==> config.mk <==
export PLATFORM = sky130hd
export DESIGN_NAME = wdt_top
export DESIGN_NICKNAME = d
export VERILOG_FILES = /design/src/rtl/wdt_pkg.sv /design/src/rtl/wdt_ctrl.sv /design/src/rtl/wdt_datapath.sv /design/src/rtl/wdt_top.sv
export SDC_FILE = /design/constraint.sdc
export NUM_CORES = 1
export LEC_CHECK = 0
export BUFFER_PORTS_ARGS = -buffer_cell sky130_fd_sc_hd__buf_2
export CORE_ASPECT_RATIO = 0.7
export CORE_MARGIN = 2
export CORE_UTILIZATION = 57
export CTS_CLUSTER_DIAMETER = 120
export DETAILED_ROUTE_END_ITERATION = 12
export PLACE_DENSITY = 0.87
export SETUP_SLACK_MARGIN = 0.05
export SYNTH_ARGS = -nofsm -noshare
export SYNTH_HDL_FRONTEND = slang
export SYNTH_SLANG_ARGS = --single-unit
==> constraint.sdc <==
create_clock -name clk -period 5.84 [get_ports clk]
set_clock_uncertainty 0.1 [all_clocks]
set_input_delay 0.876 -clock clk [delete_from_list [all_inputs] [get_ports clk]]
set_output_delay 0.876 -clock clk [all_outputs]
set_load 0.02 [all_outputs]
==> src/rtl/wdt_pkg.sv <==
`timescale 1ns/1ps
package wdt_pkg;

  // Byte offsets of the register window
  localparam int unsigned OFF_RELOAD  = 32'h00;
  localparam int unsigned OFF_COUNT   = 32'h04;
  localparam int unsigned OFF_CTRL    = 32'h08;
  localparam int unsigned OFF_REFRESH = 32'h0C;
  localparam int unsigned OFF_IRQCLR  = 32'h10;

  // Control word fields as held in flops
  typedef struct packed {
    logic       periodic;
    logic       enable;
    logic [1:0] prescSel;
    logic       irqSel;
    logic       hibSuspend;
  } ctlWord_t;

  // Strobes from the control side to the counting datapath
  typedef struct packed {
    logic tick;
    logic refresh;
    logic reloadWr;
    logic periodic;
  } dpStrobe_t;

endpackage

==> src/rtl/wdt_ctrl.sv <==
`timescale 1ns/1ps
module wdt_ctrl
  import wdt_pkg::*;
#(
  parameter int unsigned DATA_W     = 16,
  parameter int unsigned ADDR_W     = 5,
  parameter int unsigned PRESC_STEP = 4,
  parameter logic [DATA_W-1:0] KEY  = 16'hCCCC
) (
  input  logic              clk,
  input  logic              rstN,
  input  logic              wrEn,
  input  logic [ADDR_W-1:0] addr,
  input  logic [DATA_W-1:0] wdata,
  input  logic              hibernate,
  input  logic              active,
  input  logic              expire,
  input  logic [DATA_W-1:0] reloadVal,
  input  logic [DATA_W-1:0] countVal,
  output dpStrobe_t         strobe,
  output ctlWord_t          ctl,
  output logic [DATA_W-1:0] rdata,
  output logic              rstReq,
  output logic              irq
);

  localparam int unsigned PRESC_W = 3 * PRESC_STEP;
  localparam logic [PRESC_W-1:0] LIM_0 = '0;
  localparam logic [PRESC_W-1:0] LIM_1 = PRESC_W'((1 << PRESC_STEP) - 1);
  localparam logic [PRESC_W-1:0] LIM_2 = PRESC_W'((1 << (2 * PRESC_STEP)) - 1);
  localparam logic [PRESC_W-1:0] LIM_3 = '1;

  ctlWord_t            ctlQ;
  logic [PRESC_W-1:0]  prescCnt;
  logic [PRESC_W-1:0]  prescLimit;
  logic                selReload, selCount, selCtrl, selRefresh, selIrqClr;
  logic                refreshHit, running, atLimit, irqTimeout;

  assign selReload  = (addr == ADDR_W'(OFF_RELOAD));
  assign selCount   = (addr == ADDR_W'(OFF_COUNT));
  assign selCtrl    = (addr == ADDR_W'(OFF_CTRL));
  assign selRefresh = (addr == ADDR_W'(OFF_REFRESH));
  assign selIrqClr  = (addr == ADDR_W'(OFF_IRQCLR));

  assign refreshHit = wrEn && selRefresh && (wdata == KEY);
  assign running    = ctlQ.enable && !(hibernate && ctlQ.hibSuspend);

  always_comb begin
    case (ctlQ.prescSel)
      2'd0:    prescLimit = LIM_0;
      2'd1:    prescLimit = LIM_1;
      2'd2:    prescLimit = LIM_2;
      default: prescLimit = LIM_3;
    endcase
  end

  assign atLimit = (prescCnt >= prescLimit);

  // Control word
  always_ff @(posedge clk or negedge rstN) begin
    if (!rstN) begin
      ctlQ <= '{periodic: 1'b1, enable: 1'b1, prescSel: 2'b10,
                irqSel: 1'b0, hibSuspend: 1'b1};
    end else if (wrEn && selCtrl) begin
      ctlQ <= '{periodic: wdata[6], enable: wdata[5], prescSel: wdata[3:2],
                irqSel: wdata[1], hibSuspend: wdata[0]};
    end
  end

  // Prescaler phase
  always_ff @(posedge clk or negedge rstN) begin
    if (!rstN) begin
      prescCnt <= '0;
    end else if (refreshHit) begin
      prescCnt <= '0;
    end else if (running) begin
      prescCnt <= atLimit ? '0 : prescCnt + PRESC_W'(1);
    end
  end

  assign strobe.tick     = running && atLimit;
  assign strobe.refresh  = refreshHit;
  assign strobe.reloadWr = wrEn && selReload;
  assign strobe.periodic = ctlQ.periodic;
  assign ctl             = ctlQ;

  // Timeout action
  assign irqTimeout = expire && ctlQ.irqSel && active;

  always_ff @(posedge clk or negedge rstN) begin
    if (!rstN) begin
      rstReq <= 1'b0;
      irq    <= 1'b0;
    end else begin
      rstReq <= expire && !irqTimeout;
      if (irqTimeout) begin
        irq <= 1'b1;
      end else if (wrEn && selIrqClr) begin
        irq <= 1'b0;
      end
    end
  end

  // Read mux
  always_comb begin
    rdata = '0;
    if (selReload) begin
      rdata = reloadVal;
    end else if (selCount) begin
      rdata = countVal;
    end else if (selCtrl) begin
      rdata = DATA_W'({1'b1, ctlQ.periodic, ctlQ.enable, 1'b0,
                       ctlQ.prescSel, ctlQ.irqSel, ctlQ.hibSuspend});
    end
  end

endmodule

==> src/rtl/wdt_datapath.sv <==
`timescale 1ns/1ps
module wdt_datapath
  import wdt_pkg::*;
#(
  parameter int unsigned DATA_W          = 16,
  parameter logic [DATA_W-1:0] RESET_VAL = 16'h1000,
  parameter logic [DATA_W-1:0] WRAP_VAL  = 16'h1000
) (
  input  logic              clk,
  input  logic              rstN,
  input  dpStrobe_t         strobe,
  input  logic [DATA_W-1:0] wdata,
  output logic [DATA_W-1:0] reloadVal,
  output logic [DATA_W-1:0] countVal,
  output logic              expire
);

  logic [DATA_W-1:0] reloadQ;
  logic [DATA_W-1:0] countQ;
  logic [DATA_W-1:0] stepVal;

  always_comb begin
    if (countQ == '0) begin
      stepVal = strobe.periodic ? reloadQ : WRAP_VAL;
    end else begin
      stepVal = countQ - DATA_W'(1);
    end
  end

  assign expire = strobe.tick && !strobe.refresh && (stepVal == '0);

  always_ff @(posedge clk or negedge rstN) begin
    if (!rstN) begin
      reloadQ <= RESET_VAL;
    end else if (strobe.reloadWr) begin
      reloadQ <= wdata;
    end
  end

  always_ff @(posedge clk or negedge rstN) begin
    if (!rstN) begin
      countQ <= RESET_VAL;
    end else if (strobe.refresh) begin
      countQ <= reloadQ;
    end else if (strobe.tick) begin
      countQ <= stepVal;
    end
  end

  assign reloadVal = reloadQ;
  assign countVal  = countQ;

endmodule

==> src/rtl/wdt_top.sv <==
`timescale 1ns/1ps
module wdt_top
  import wdt_pkg::*;
#(
  parameter int unsigned DATA_W     = 16,
  parameter int unsigned ADDR_W     = 5,
  parameter int unsigned PRESC_STEP = 4
) (
  input  logic              clk,
  input  logic              rstN,
  input  logic              wrEn,
  input  logic [ADDR_W-1:0] addr,
  input  logic [DATA_W-1:0] wdata,
  output logic [DATA_W-1:0] rdata,
  input  logic              hibernate,
  input  logic              active,
  output logic              rstReq,
  output logic              irq
);

  dpStrobe_t         strobe;
  ctlWord_t          ctl;
  logic              expire;
  logic [DATA_W-1:0] reloadVal;
  logic [DATA_W-1:0] countVal;
  logic              ctlEnable;
  logic              ctlSuspend;

  wdt_ctrl #(
    .DATA_W    (DATA_W),
    .ADDR_W    (ADDR_W),
    .PRESC_STEP(PRESC_STEP)
  ) u_ctrl (
    .clk      (clk),
    .rstN     (rstN),
    .wrEn     (wrEn),
    .addr     (addr),
    .wdata    (wdata),
    .hibernate(hibernate),
    .active   (active),
    .expire   (expire),
    .reloadVal(reloadVal),
    .countVal (countVal),
    .strobe   (strobe),
    .ctl      (ctl),
    .rdata    (rdata),
    .rstReq   (rstReq),
    .irq      (irq)
  );

  wdt_datapath #(
    .DATA_W(DATA_W)
  ) u_dp (
    .clk      (clk),
    .rstN     (rstN),
    .strobe   (strobe),
    .wdata    (wdata),
    .reloadVal(reloadVal),
    .countVal (countVal),
    .expire   (expire)
  );

  assign ctlEnable  = ctl.enable;
  assign ctlSuspend = ctl.hibSuspend;

endmodule

### Word-level counts from Yosys, hierarchy flattened

Index checks and enable logic that the tools add are counted.

* flip-flop bits (word level): 52
* bits of input ports: 26
* output and inout bits: 18
* word-level logic and storage cells: 56

* $add $sub $neg: 2
* magnitude comparators: 1
* eq/ne operators: 7
* muxes and demuxes: 13
* reduce and logical (&&, ||, !) cells: 23

Operators with widths (number)
* 16-bit 2-to-1 mux: 6
* 12-bit 2-to-1 mux: 3
* 12-bit case mux with 3 select lines: 1
* 16-bit logical NOT: 2
* 16-bit == test, second input constant: 1
* 16-bit by 1-bit subtractor with 16-bit output, second input constant: 1
* 1-bit logical AND: 13
* 12-bit by 1-bit adder with 12-bit output, second input constant: 1
* 12-bit >= comparator: 1
* 5-bit by 4-bit == test with 1-bit output, second input constant: 2
* 8-bit 2-to-1 mux: 1
* 2-bit nonzero test: 3
* 5-bit by 3-bit == test with 1-bit output, second input constant: 1
* 5-bit == test, second input constant: 1
* 5-bit logical NOT: 1
* 1-bit logical NOT: 3
* 2-bit by 1-bit == test with 1-bit output, second input constant: 1
* 2-bit == test, second input constant: 1
* 2-bit logical NOT: 1
* 1-bit 2-to-1 mux: 2

### Logic depth before layout (Yosys ltp)

Gate-level depths: netlist of run 1.

* depth after elaboration: 10
* mapped depth: 11
* mapped depth without buffers: 10

### Cells and area by module

A second synthesis of run 1 with hierarchy kept.

* cell total of the unflattened synthesis: 419
* area total of the unflattened synthesis: 3709.8 um^2

Modules (own cells, without submodules)
* wdt_datapath: times used 1, cells an instance 230, area each 2072.0 um^2, seq. area each 803.3 um^2
* wdt_ctrl: times used 1, cells an instance 189, area each 1637.8 um^2, seq. area each 505.5 um^2

### Worst setup path after synthesis of run 1

Ideal clock, no wire load.

* kind: input -> output
* start point: input port addr[2]
* end point: output port rdata[7]
* data arrival time: 2.164 ns
* setup slack: 2.700 ns
* stages: 4
* cell sequence: clkbuf_1 > clkbuf_1 > a31oi_1 > nor2_1

* word-level cells in the longest chain between the ends: 4

Ends and longest elaborated chain
* start: declaration: RTL line wdt_top.sv:12 `input logic [ADDR_W-1:0] addr,`
* 5-bit by 4-bit == test with 1-bit output: RTL line wdt_ctrl.sv:41 `assign selCtrl = (addr == ADDR_W'(OFF_CTRL));`
* 8-bit 2-to-1 mux: RTL line wdt_ctrl.sv:111 `end else if (selCtrl) begin`
* 16-bit 2-to-1 mux: RTL line wdt_ctrl.sv:109 `end else if (selCount) begin`
* 16-bit 2-to-1 mux (*): RTL line wdt_ctrl.sv:107 `if (selReload) begin`
* end: declaration: RTL line wdt_top.sv:14 `output logic [DATA_W-1:0] rdata,`

Mark *: on every way between the ends. The rest lies on a longest branch, timed or not.

### Final worst setup path of run 1

* start point: register u_ctrl.ctlQ, in the netlist u_ctrl.ctl[3]
* end point: register u_dp.countQ[4], in the netlist u_dp.countVal[4]

* word-level cells in the longest chain between the ends: 5

Ends and longest elaborated chain
* start: declaration: RTL line wdt_ctrl.sv:33 `ctlWord_t ctlQ;`
* start signal: assignment: RTL line wdt_ctrl.sv:62 `ctlQ <= '{periodic: 1'b1, enable: 1'b1, prescSel: 2'b10,`
* start signal: assignment: RTL line wdt_ctrl.sv:65 `ctlQ <= '{periodic: wdata[6], enable: wdata[5], prescSel: wdata[3:2],`
* 2-bit == test, or another cell as far along: RTL line wdt_ctrl.sv:49 `case (ctlQ.prescSel)`
* 12-bit case mux with 3 select lines (*): RTL line wdt_ctrl.sv:49
* 12-bit >= comparator (*): RTL line wdt_ctrl.sv:57 `assign atLimit = (prescCnt >= prescLimit);`
* 1-bit logical AND (*): RTL line wdt_ctrl.sv:81 `assign strobe.tick = running && atLimit;`
* 2-bit nonzero test (no line) (*)
* end signal: assignment: RTL line wdt_datapath.sv:44 `countQ <= reloadQ;`
* end signal: assignment: RTL line wdt_datapath.sv:46 `countQ <= stepVal;`
* end: declaration: RTL line wdt_datapath.sv:19 `logic [DATA_W-1:0] countQ;`

Marks and branches as above.
A chain may end at the register's enable or synchronous reset.

==> flow_summary.toml, run 1 <==
[run_status]
status = "finished clean"

[clock_network]
cts_buffers = 5
h-tree-depth = 2
hold_buffers = 0
cts-resized-gates = 0
cts_tree = "built"
cts_buffer_depth = 2
cts_setup_buffers = 0
root_buffer = "clkbuf_8"
clk-insertion-delay-late_ps = 320
clk_pin_slew_ps = 110
cts_sinks = 52

[placed_design]
port_buffers = 43
dpl.hpwl_um = 6410
dp_slack_ps = 2600
gp_congestion = 0.950
place_area_mm2 = 0.00372

[critical_path]
r2r_start = "u_ctrl.ctl[3]"
endpoint = "u_dp.countVal[4]"
worstPathMaxFanout = 23
endpoint_kind = "flip-flop"
reg2regPathDepth = 9
startpoint = "u_ctrl.ctl[3]"
worstPathRequired_ps = 5940
r2r-end = "u_dp.countVal[4]"
arrival_ps = 3330
start_kind = "flip-flop"
critPathKind = "reg -> reg"
r2r_slack_ps = 2620

[sta]
fmax_mhz = 310
setup_violations = 0
rsz0062_at_grt = "no"
fin_crit_ps = 3220
finalMaxSlewViolations = 0
setup-tns-final_ps = 0
setup_ws_ps = 2620
slew-limit-headroom_pct = 21.9
hold_viol = 0
post-route-period-util_pct = 55.2
worst_pin_slew_ps = 1170

[synthesis]
synth_cell_types = 56
synth-edff-count = 0
async_flop_share_pct = 100
synth_seq_area_share_pct = 37.6
synth.net_count = 425
syn_area_mm2 = 0.00348
synth-main-ff-cell = "dfrtp_1"
syn_avg_cell_area_um2 = 8.97
yosys_warnings = 0
syn_inst = 388
synth_seq_cells = 52

[route]
dr.pass1.iters = 5
post_drt_wl_per_cell_um = 17.3
wl_um = 8610
drt_iter0_markers = 328
vias = 3129
avgViaCountPerCell = 6.30
drc = 0
ant_nets = 0

[finish]
diodes = 0
final_area_mm2 = 0.00381
nets = 458
area_delta_synth_final_pct = 9.56
fin_util_pct = 65.6
drive_gt1_share_pct = 21.1

[power_and_ir_drop]
p_per_area_mw_per_mm2 = 364
finalPower_w = 0.00139
ir_drop_v = 0.000218
power.leakage_nw = 1.69

[floorplan]
rows = 23
fp.dieW_um = 97.4
fp.dieH_um = 69.4
die_area_mm2 = 0.00676
initial_utilization_pct = 59.9
core_mm2 = 0.00581
io_pins = 44

[flow_run]
drv_cap = 0

[global_routing]
grt_antenna_before_repair = 0
grt_pass1_vias = 2941
grt_max_degree = 53
grt_pass1_wl_um = 14700
grt_overflow = 0
grt_use_total_pct = 26.6

[worst_hold_path]
hp-class = "reg -> reg"
[flip-flops by register name, summed over array words and instances (netlist names)]
register / flops
u_dp.countVal: 16
u_dp.reloadVal: 16
u_ctrl.prescCnt: 12
u_ctrl.ctl: 6
u_ctrl.irq: 1
u_ctrl.rstReq: 1
[per-layer routing]
layer  GRT usage, %  wire length, um  up-vias  part of all wire (%)
li1               -                -     1456                     -
met1           42.3             4100     1490                    48
met2           37.4             3530      167                    41
met3           3.73              837       16                   9.7
met4           8.02              147        0                   1.7
met5              0                0        -                     0
[synthesized netlist by cell type, types with 3 or more instances]
cell type	instances	share of area, %
nand4_1	5	0.90
or4_1	3	0.65
mux2_2	22	7.1
buf_2	3	0.43
nor3_1	12	1.7
ha_1	11	4.0
nor4bb_1	3	0.86
inv_1	10	1.1
nand3_1	16	2.3
nand2_1	41	4.4
dfrtp_1	46	33
a31oi_1	4	0.72
nor2_1	51	5.5
clkbuf_1	14	1.5
xor2_1	7	1.8
o21ai_0	8	1.2
dfstp_2	6	4.5
nor4_1	4	0.72
mux2i_1	29	8.3
o31ai_1	4	0.86
o21ai_1	15	2.2
a22o_1	3	0.75
a21oi_1	19	2.7
xnor2_1	8	2.0
o22ai_1	3	0.54
[worst max-delay path: stages, from the launching register on]
cell and delay (ps):
dfstp_2 600, nand2_1 130, ha_1 330, nand4_1 130, a211oi_1 230, o31ai_1 140, a21boi_2 930, nand3_1 160
a221oi_1 290, a21oi_1 80
[placed cells by master, fill, tap and decap left out, types with 2 or more instances in the layout]
| cell | synthesis | final |
|---|---|---|
| a211oi_1 | 2 | 2 |
| mux2i_1 | 29 | 29 |
| or4_1 | 3 | 3 |
| nor2_1 | 51 | 51 |
| o21ai_0 | 8 | 8 |
| nor4b_1 | 2 | 2 |
| nand2_1 | 41 | 41 |
| or2_2 | 2 | 2 |
| o22ai_1 | 3 | 3 |
| o31ai_1 | 4 | 4 |
| nor2b_1 | 2 | 2 |
| nor4bb_1 | 3 | 3 |
| nor4_1 | 4 | 4 |
| nand3b_1 | 2 | 2 |
| o21a_1 | 2 | 2 |
| buf_4 | 0 | 2 |
| nand4_1 | 5 | 5 |
| and3_1 | 2 | 2 |
| inv_1 | 10 | 10 |
| a22o_1 | 3 | 3 |
| buf_2 | 3 | 43 |
| a21oi_1 | 19 | 19 |
| nor3_1 | 12 | 12 |
| clkbuf_8 | 0 | 5 |
| xnor2_1 | 8 | 8 |
| o21ai_1 | 15 | 15 |
| ha_1 | 11 | 11 |
| dfrtp_1 | 46 | 46 |
| clkinvlp_4 | 0 | 2 |
| dfstp_2 | 6 | 6 |
| nand3_1 | 16 | 16 |
| or3_1 | 2 | 2 |
| mux2_2 | 22 | 22 |
| xor2_1 | 7 | 7 |
| a31oi_1 | 4 | 4 |
[cells by family (layout without fill, tap and decap cells)]
| family | count (synthesis) | count (layout) | synth area share, % |
|---|---|---|---|
| fa+ha+maj | 11 | 11 | 3.95 |
| compound gates | 71 | 71 | 12.6 |
| xor+xnor | 15 | 15 | 3.77 |
| mux | 51 | 51 | 15.5 |
| simple gates | 159 | 159 | 23.0 |
| buf+inv | 29 | 63 | 3.67 |
| flops | 52 | 52 | 37.6 |
[final cells by class]
cell class	count	area, um^2
Clock buffer	5	68.8
Clock inverter	3	26.3
Fill cell	467	2000
Inverter	10	37.5
Multi-Input combinational cell	307	2050
Sequential cell	52	1310
Tap cell	75	93.8
Timing Repair Buffer	45	230
[worst min-delay path by stage]
stage	slack (ps)	to	from	cells after the start
after floorplan	360	u_dp.countVal[12]	u_dp.reloadVal[12]	2
after global placement	380	u_dp.countVal[12]	u_dp.reloadVal[12]	2
after detailed placement	400	u_dp.countVal[12]	u_dp.reloadVal[12]	2
after CTS	410	u_dp.countVal[12]	u_dp.reloadVal[12]	2
after global routing	430	u_dp.countVal[12]	u_dp.reloadVal[12]	2
final	410	u_dp.countVal[12]	u_dp.reloadVal[12]	2
[power by group]
part           leakage (nW)  internal [W]  switching, W
Clock                0.0423     0.0000875      0.000136
Sequential            0.662      0.000454      0.000165
Combinational         0.987      0.000236      0.000308
Total                  1.69      0.000778      0.000609
[metrics by stage]
step                      hold WS [ps]  instances
after global routing               429        497
after CTS                          411        497
after global placement             377        489
final                              413        497
after floorplan                    357        388
after detailed placement           396        489
Note: power is estimated with default switching activity, not from simulation.
==> run 2: changes to the inputs <==
- ABC_AREA: unset -> 1
- CORE_UTILIZATION: 57 -> 53
- PLACE_DENSITY: 0.87 -> 0.84
- clock period: 5.84 -> 2.6 ns (I/O delays scaled with it)
==> flow_summary.toml, run 2 <==
[power_and_ir_drop]
switching_share_pct = 47.5
clkPwrFrac_pct = 16.2
ir_drop_v = 0.000362
finalPower_w = 0.00381
seqPwrFrac_pct = 34.8
switchingPower_w = 0.00181
p_per_area_mw_per_mm2 = 892
power.leakage_nw = 2.19
p_comb_share_pct = 49.0
p_int_w = 0.00200

[route]
post_drt_wl_per_cell_um = 15.7
dr.pass1.iters = 5
drt_iter0_markers = 435
avgViaCountPerCell = 5.55
wl_um = 10600
drc = 0
ant_nets = 0
vias = 3745

[synthesis]
syn_avg_cell_area_um2 = 7.12
synth_cell_types = 33
yosys-top-cells-count = "nand2_1 (165), inv_1 (62), nand3_1 (53), nor2_1 (51), dfrtp_1 (46)"
synth_seq_area_share_pct = 34.6
synth-main-ff-cell = "dfrtp_1"
syn_area_mm2 = 0.00379
yosysMostFrequentCell = "nand2_1"
synth.net_count = 569
yosys-top-cells-area = "dfrtp_1 (30%), nand2_1 (16%), nand3_1 (7.0%), inv_1 (6.1%), nor2_1 (5.1%)"
post-synth-top-area-cell = "dfrtp_1"
yosys_warnings = 0
async_flop_share_pct = 100
syn_inst = 532
synth_seq_cells = 52
synth-edff-count = 0
synth_top_area_share_pct = 30.4

[clock_network]
clk-insertion-delay-late_ps = 310
h-tree-depth = 2
cts_buffers = 5
cts_sinks = 52
cts_buffer_depth = 2
root_buffer = "clkbuf_8"
clk_pin_slew_ps = 90
cts_tree = "built"

[global_routing]
grt_max_degree = 53
grt_antenna_before_repair = 0
grt_pass1_wl_um = 17200
grt_pass1_vias = 3429
grt_overflow = 0
grt_use_total_pct = 27.7

[run_status]
status = "finished clean"

[placed_design]
dpl.hpwl_um = 8080
gp_congestion = 0.915
port_buffers = 43

[floorplan]
core_mm2 = 0.00682
rows = 25
initial_utilization_pct = 55.5
io_pins = 44
fp.dieW_um = 105
die_area_mm2 = 0.00785
fp.dieH_um = 74.7

[finish]
most-common-layout-cells = "nand2_1 (165), inv_1 (62), nand3_1 (53), nor2_1 (50), dfrtp_1 (46)"
mostFrequentLayoutCell = "nand2_1"
nets = 617
area_delta_synth_final_pct = 12.8
diodes = 0
drive_gt1_share_pct = 18.6

[critical_path]
crit_family = "simple AND/OR/NAND/NOR gates"
endpoint_kind = "flip-flop"
slowest_delay_ps = 600
reg2regPathDepth = 10
r2r-end = "u_dp.countVal[11]"
path_cells = "nand2_1 > ha_1 > nand2_1 > nor2_1 > and3_1 > nor2_1 > nand3_2 > nand2_4 > nand2_8 > o211ai_1"
start_kind = "flip-flop"
r2r_start = "u_ctrl.ctl[3]"
worstPathMaxFanout = 17
crit_buf_inv = 0
cpMaxStageDelayCell = "dfstp_2"
r2r_slack_ps = 190
critPathKind = "reg -> reg"
arrival_ps = 2530
worstPathRequired_ps = 2730

[worst_hold_path]
hp-class = "in -> async"

[sta]
setup_violations = 0
slew-limit-headroom_pct = 55.3
fmax_mhz = 416
fin_crit_ps = 2410
worst_pin_slew_ps = 671
post-route-period-util_pct = 92.6
finalMaxSlewViolations = 0
hold_viol = 0
rsz0062_at_grt = "no"
setup-tns-final_ps = 0

[flow_run]
drv_cap = 0
[run 2: power groups by stage]
stage / registers [W] / clock network (W) / logic, W
after floorplan: 0.00123 / 0 / 0.00139
after global placement: 0.00133 / 0 / 0.00170
after detailed placement: 0.00133 / 0 / 0.00176
after CTS: 0.00132 / 0.000616 / 0.00178
after global routing: 0.00136 / 0.000654 / 0.00208
final: 0.00133 / 0.000618 / 0.00186
[run 2: stage by stage]
| stage | cell area [um^2] | cells | hold slack, ps | utilization, % | setup WS (ps) |
|---|---|---|---|---|---|
| 2_1_floorplan | 3790 | 532 | -5.59 | - | 377 |
| 3_3_place_gp | 4080 | 662 | 389 | 59.9 | 252 |
| 3_5_place_dp | 4080 | 662 | 389 | 59.9 | 139 |
| 4_1_cts | 4210 | 670 | 115 | 61.7 | 116 |
| 5_1_grt | 4270 | 675 | 148 | 62.6 | 43.4 |
| 6_report | 4270 | 675 | 88.2 | 62.6 | 194 |
[run 2: cell families after synthesis]
family	share of synthesized area, %
AND/OR/NAND/NOR	39.5
buffers and inverters	8.29
AO/OA/AOI/OAI	11.0
flip-flops	34.6
XOR/XNOR	3.01
adder cells (fa/ha/maj)	3.64
[run 2: worst max-delay path by stage]
stage	from	end	slack, ps	depth (start not counted)
2_1_floorplan	u_ctrl.ctl[3]	u_ctrl.prescCnt[3]	380	12
3_3_place_gp	u_ctrl.ctl[3]	u_dp.countVal[10]	250	11
3_5_place_dp	u_ctrl.ctl[3]	u_dp.countVal[11]	140	10
4_1_cts	u_ctrl.ctl[3]	u_dp.countVal[11]	120	10
5_1_grt	u_ctrl.ctl[3]	u_dp.countVal[10]	40	10
6_report	u_ctrl.ctl[3]	u_dp.countVal[11]	190	10
[run 2: area by class of cell]
class                   instances  area (um^2)
well taps                      94          118
repair buffers                 53          290
inverters                      64          243
fillers                       616         2550
clock inverters                 1         30.0
multi-input cells             404         2180
clock buffers                   7         96.3
flip-flops and latches         52         1310
[run 2: what timing repair did]
action	4_1_cts	5_1_grt
buffers inserted	0	5
setup endpoints to repair	0	19
hold buffers	0	0
resized for setup	0	6
[run 2: routing by layer]
metal / up-vias / wire (um) / track usage, %
li1: 1815 / - / -
met1: 1731 / 4940 / 40.4
met2: 186 / 4550 / 42.3
met3: 13 / 1010 / 7.19
met4: 0 / 119 / 5.19
met5: - / 0 / 0
==> run 3: changes to the inputs <==
- CORE_UTILIZATION: 53 -> 31
- PLACE_DENSITY: 0.84 -> 0.57
==> flow_summary.toml, run 3 (synthesis results as in run 2) <==
[floorplan]
fp.dieW_um = 136
die_area_mm2 = 0.0131
fp.dieH_um = 96.5
rows = 33
core_mm2 = 0.0118
io_pins = 44
initial_utilization_pct = 32.1

[sta]
fin_crit_ps = 2340
rsz0062_at_grt = "no"
setup_violations = 0
finalMaxSlewViolations = 0
hold_viol = 0
slew-limit-headroom_pct = 68.2
fmax_mhz = 427
post-route-period-util_pct = 90.0
worst_pin_slew_ps = 476
setup-tns-final_ps = 0

[route]
drt_iter0_markers = 350
avgViaCountPerCell = 4.94
vias = 3653
drc = 0
post_drt_wl_per_cell_um = 15.1
dr.pass1.iters = 5
wl_um = 11200
ant_nets = 0

[global_routing]
grt_max_degree = 37
grt_overflow = 0
grt_use_total_pct = 18.2
grt_pass1_wl_um = 18600
grt_pass1_vias = 3494
grt_antenna_before_repair = 0

[finish]
area_delta_synth_final_pct = 15.9
diodes = 0
mostFrequentLayoutCell = "nand2_1"
fin_util_pct = 37.2
nets = 618
final_cell_count_no_fill = 739
drive_gt1_share_pct = 18.6
most-common-layout-cells = "nand2_1 (165), inv_1 (62), nand3_1 (53), nor2_1 (50), dfrtp_1 (46)"

[critical_path]
worstPathRequired_ps = 2710
r2r_start = "u_ctrl.ctl[3]"
r2r_slack_ps = 260
endpoint_kind = "flip-flop"
r2r-end = "u_dp.countVal[5]"
start_kind = "flip-flop"
critPathKind = "reg -> reg"
arrival_ps = 2450
reg2regPathDepth = 10
worstPathMaxFanout = 17

[worst_hold_path]
holdPathEnd = "u_dp.reloadVal[12]"
hp-class = "in -> reg"
worstHoldStart = "wdata[12]"
holdPathStages = 3

[clock_network]
cts_sinks = 52
h-tree-depth = 2
clk_pin_slew_ps = 80
cts_buffer_depth = 2
clk-insertion-delay-late_ps = 290
cts_tree = "built"
cts_buffers = 5
root_buffer = "clkbuf_16"

[power_and_ir_drop]
ir_drop_v = 0.000352
power.leakage_nw = 2.21
p_per_area_mw_per_mm2 = 882

[flow_run]
drv_cap = 0

[placed_design]
gp_congestion = 0.876
port_buffers = 43
dpl.hpwl_um = 8620
place_inst = 728

[run_status]
status = "finished clean"
## run 3: cell count changes in the layout (fill, tap and decap cells not counted), sizes merged
cell	before	now
dlygate4sd3	0	1
bufinv	1	0
clkbuf	7	6
inv	63	65
## run 3: stage by stage
stage | cell area [um^2] | setup WS, ps | hold slack [ps] | power (W)
floorplan | 3790 | 377 | -5.59 | 0.00262
CTS | 4350 | 160 | 229 | 0.00382
global route | 4390 | 73.3 | 264 | 0.00420
detailed placement | 4180 | 181 | 243 | 0.00310
finish | 4390 | 260 | 235 | 0.00387
global placement | 4180 | 282 | 234 | 0.00308
## run 3: how the worst max path moves through the flow
| stage | startpoint | endpoint | slack, ps | cells past startpoint |
|---|---|---|---|---|
| 5_1_grt | u_ctrl.ctl[3] | u_dp.countVal[11] | 70 | 10 |
| 4_1_cts | u_ctrl.ctl[3] | u_dp.countVal[5] | 160 | 10 |
| 3_3_place_gp | u_ctrl.ctl[3] | u_dp.countVal[10] | 280 | 10 |
| 2_1_floorplan | u_ctrl.ctl[3] | u_ctrl.prescCnt[3] | 380 | 12 |
| 3_5_place_dp | u_ctrl.ctl[3] | u_dp.countVal[6] | 180 | 10 |
| 6_report | u_ctrl.ctl[3] | u_dp.countVal[5] | 260 | 10 |
## run 3: timing repair
action,4_1_cts,5_1_grt
gates resized for setup,0,5
hold buffers,1,0
endpoints found under the setup margin,0,15
setup buffers,0,2
endpoints found under the hold margin,16,0
## run 3: layer usage
layer	share of wire (%)	GRT usage (%)
met2	41	26.4
met3	6.0	2.61
met5	0	0
met4	0.93	3.65
met1	52	28.3
## run 3: critical path: stages (launching register included)
cell	delay, ps
dfstp_2	610
nand2_1	140
ha_1	320
nand2_1	80
nor2_1	70
and3_1	170
nor2_1	120
nand3_2	170
nand2_4	160
nand2_8	130
o211ai_1	190
## run 3: final cells by class
class | count | area, um^2
Clock inverter | 2 | 17.5
Inverter | 64 | 243
Sequential cell | 52 | 1310
Multi-Input combinational cell | 404 | 2180
Tap cell | 157 | 196
Fill cell | 1282 | 7420
Clock buffer | 6 | 139
Timing Repair Buffer | 54 | 300
## run 3: report_power, final
group	total, W	internal, W	switching [W]
Combinational	0.00181	0.000619	0.00119
Clock	0.000717	0.000392	0.000325
Sequential	0.00135	0.00104	0.000309
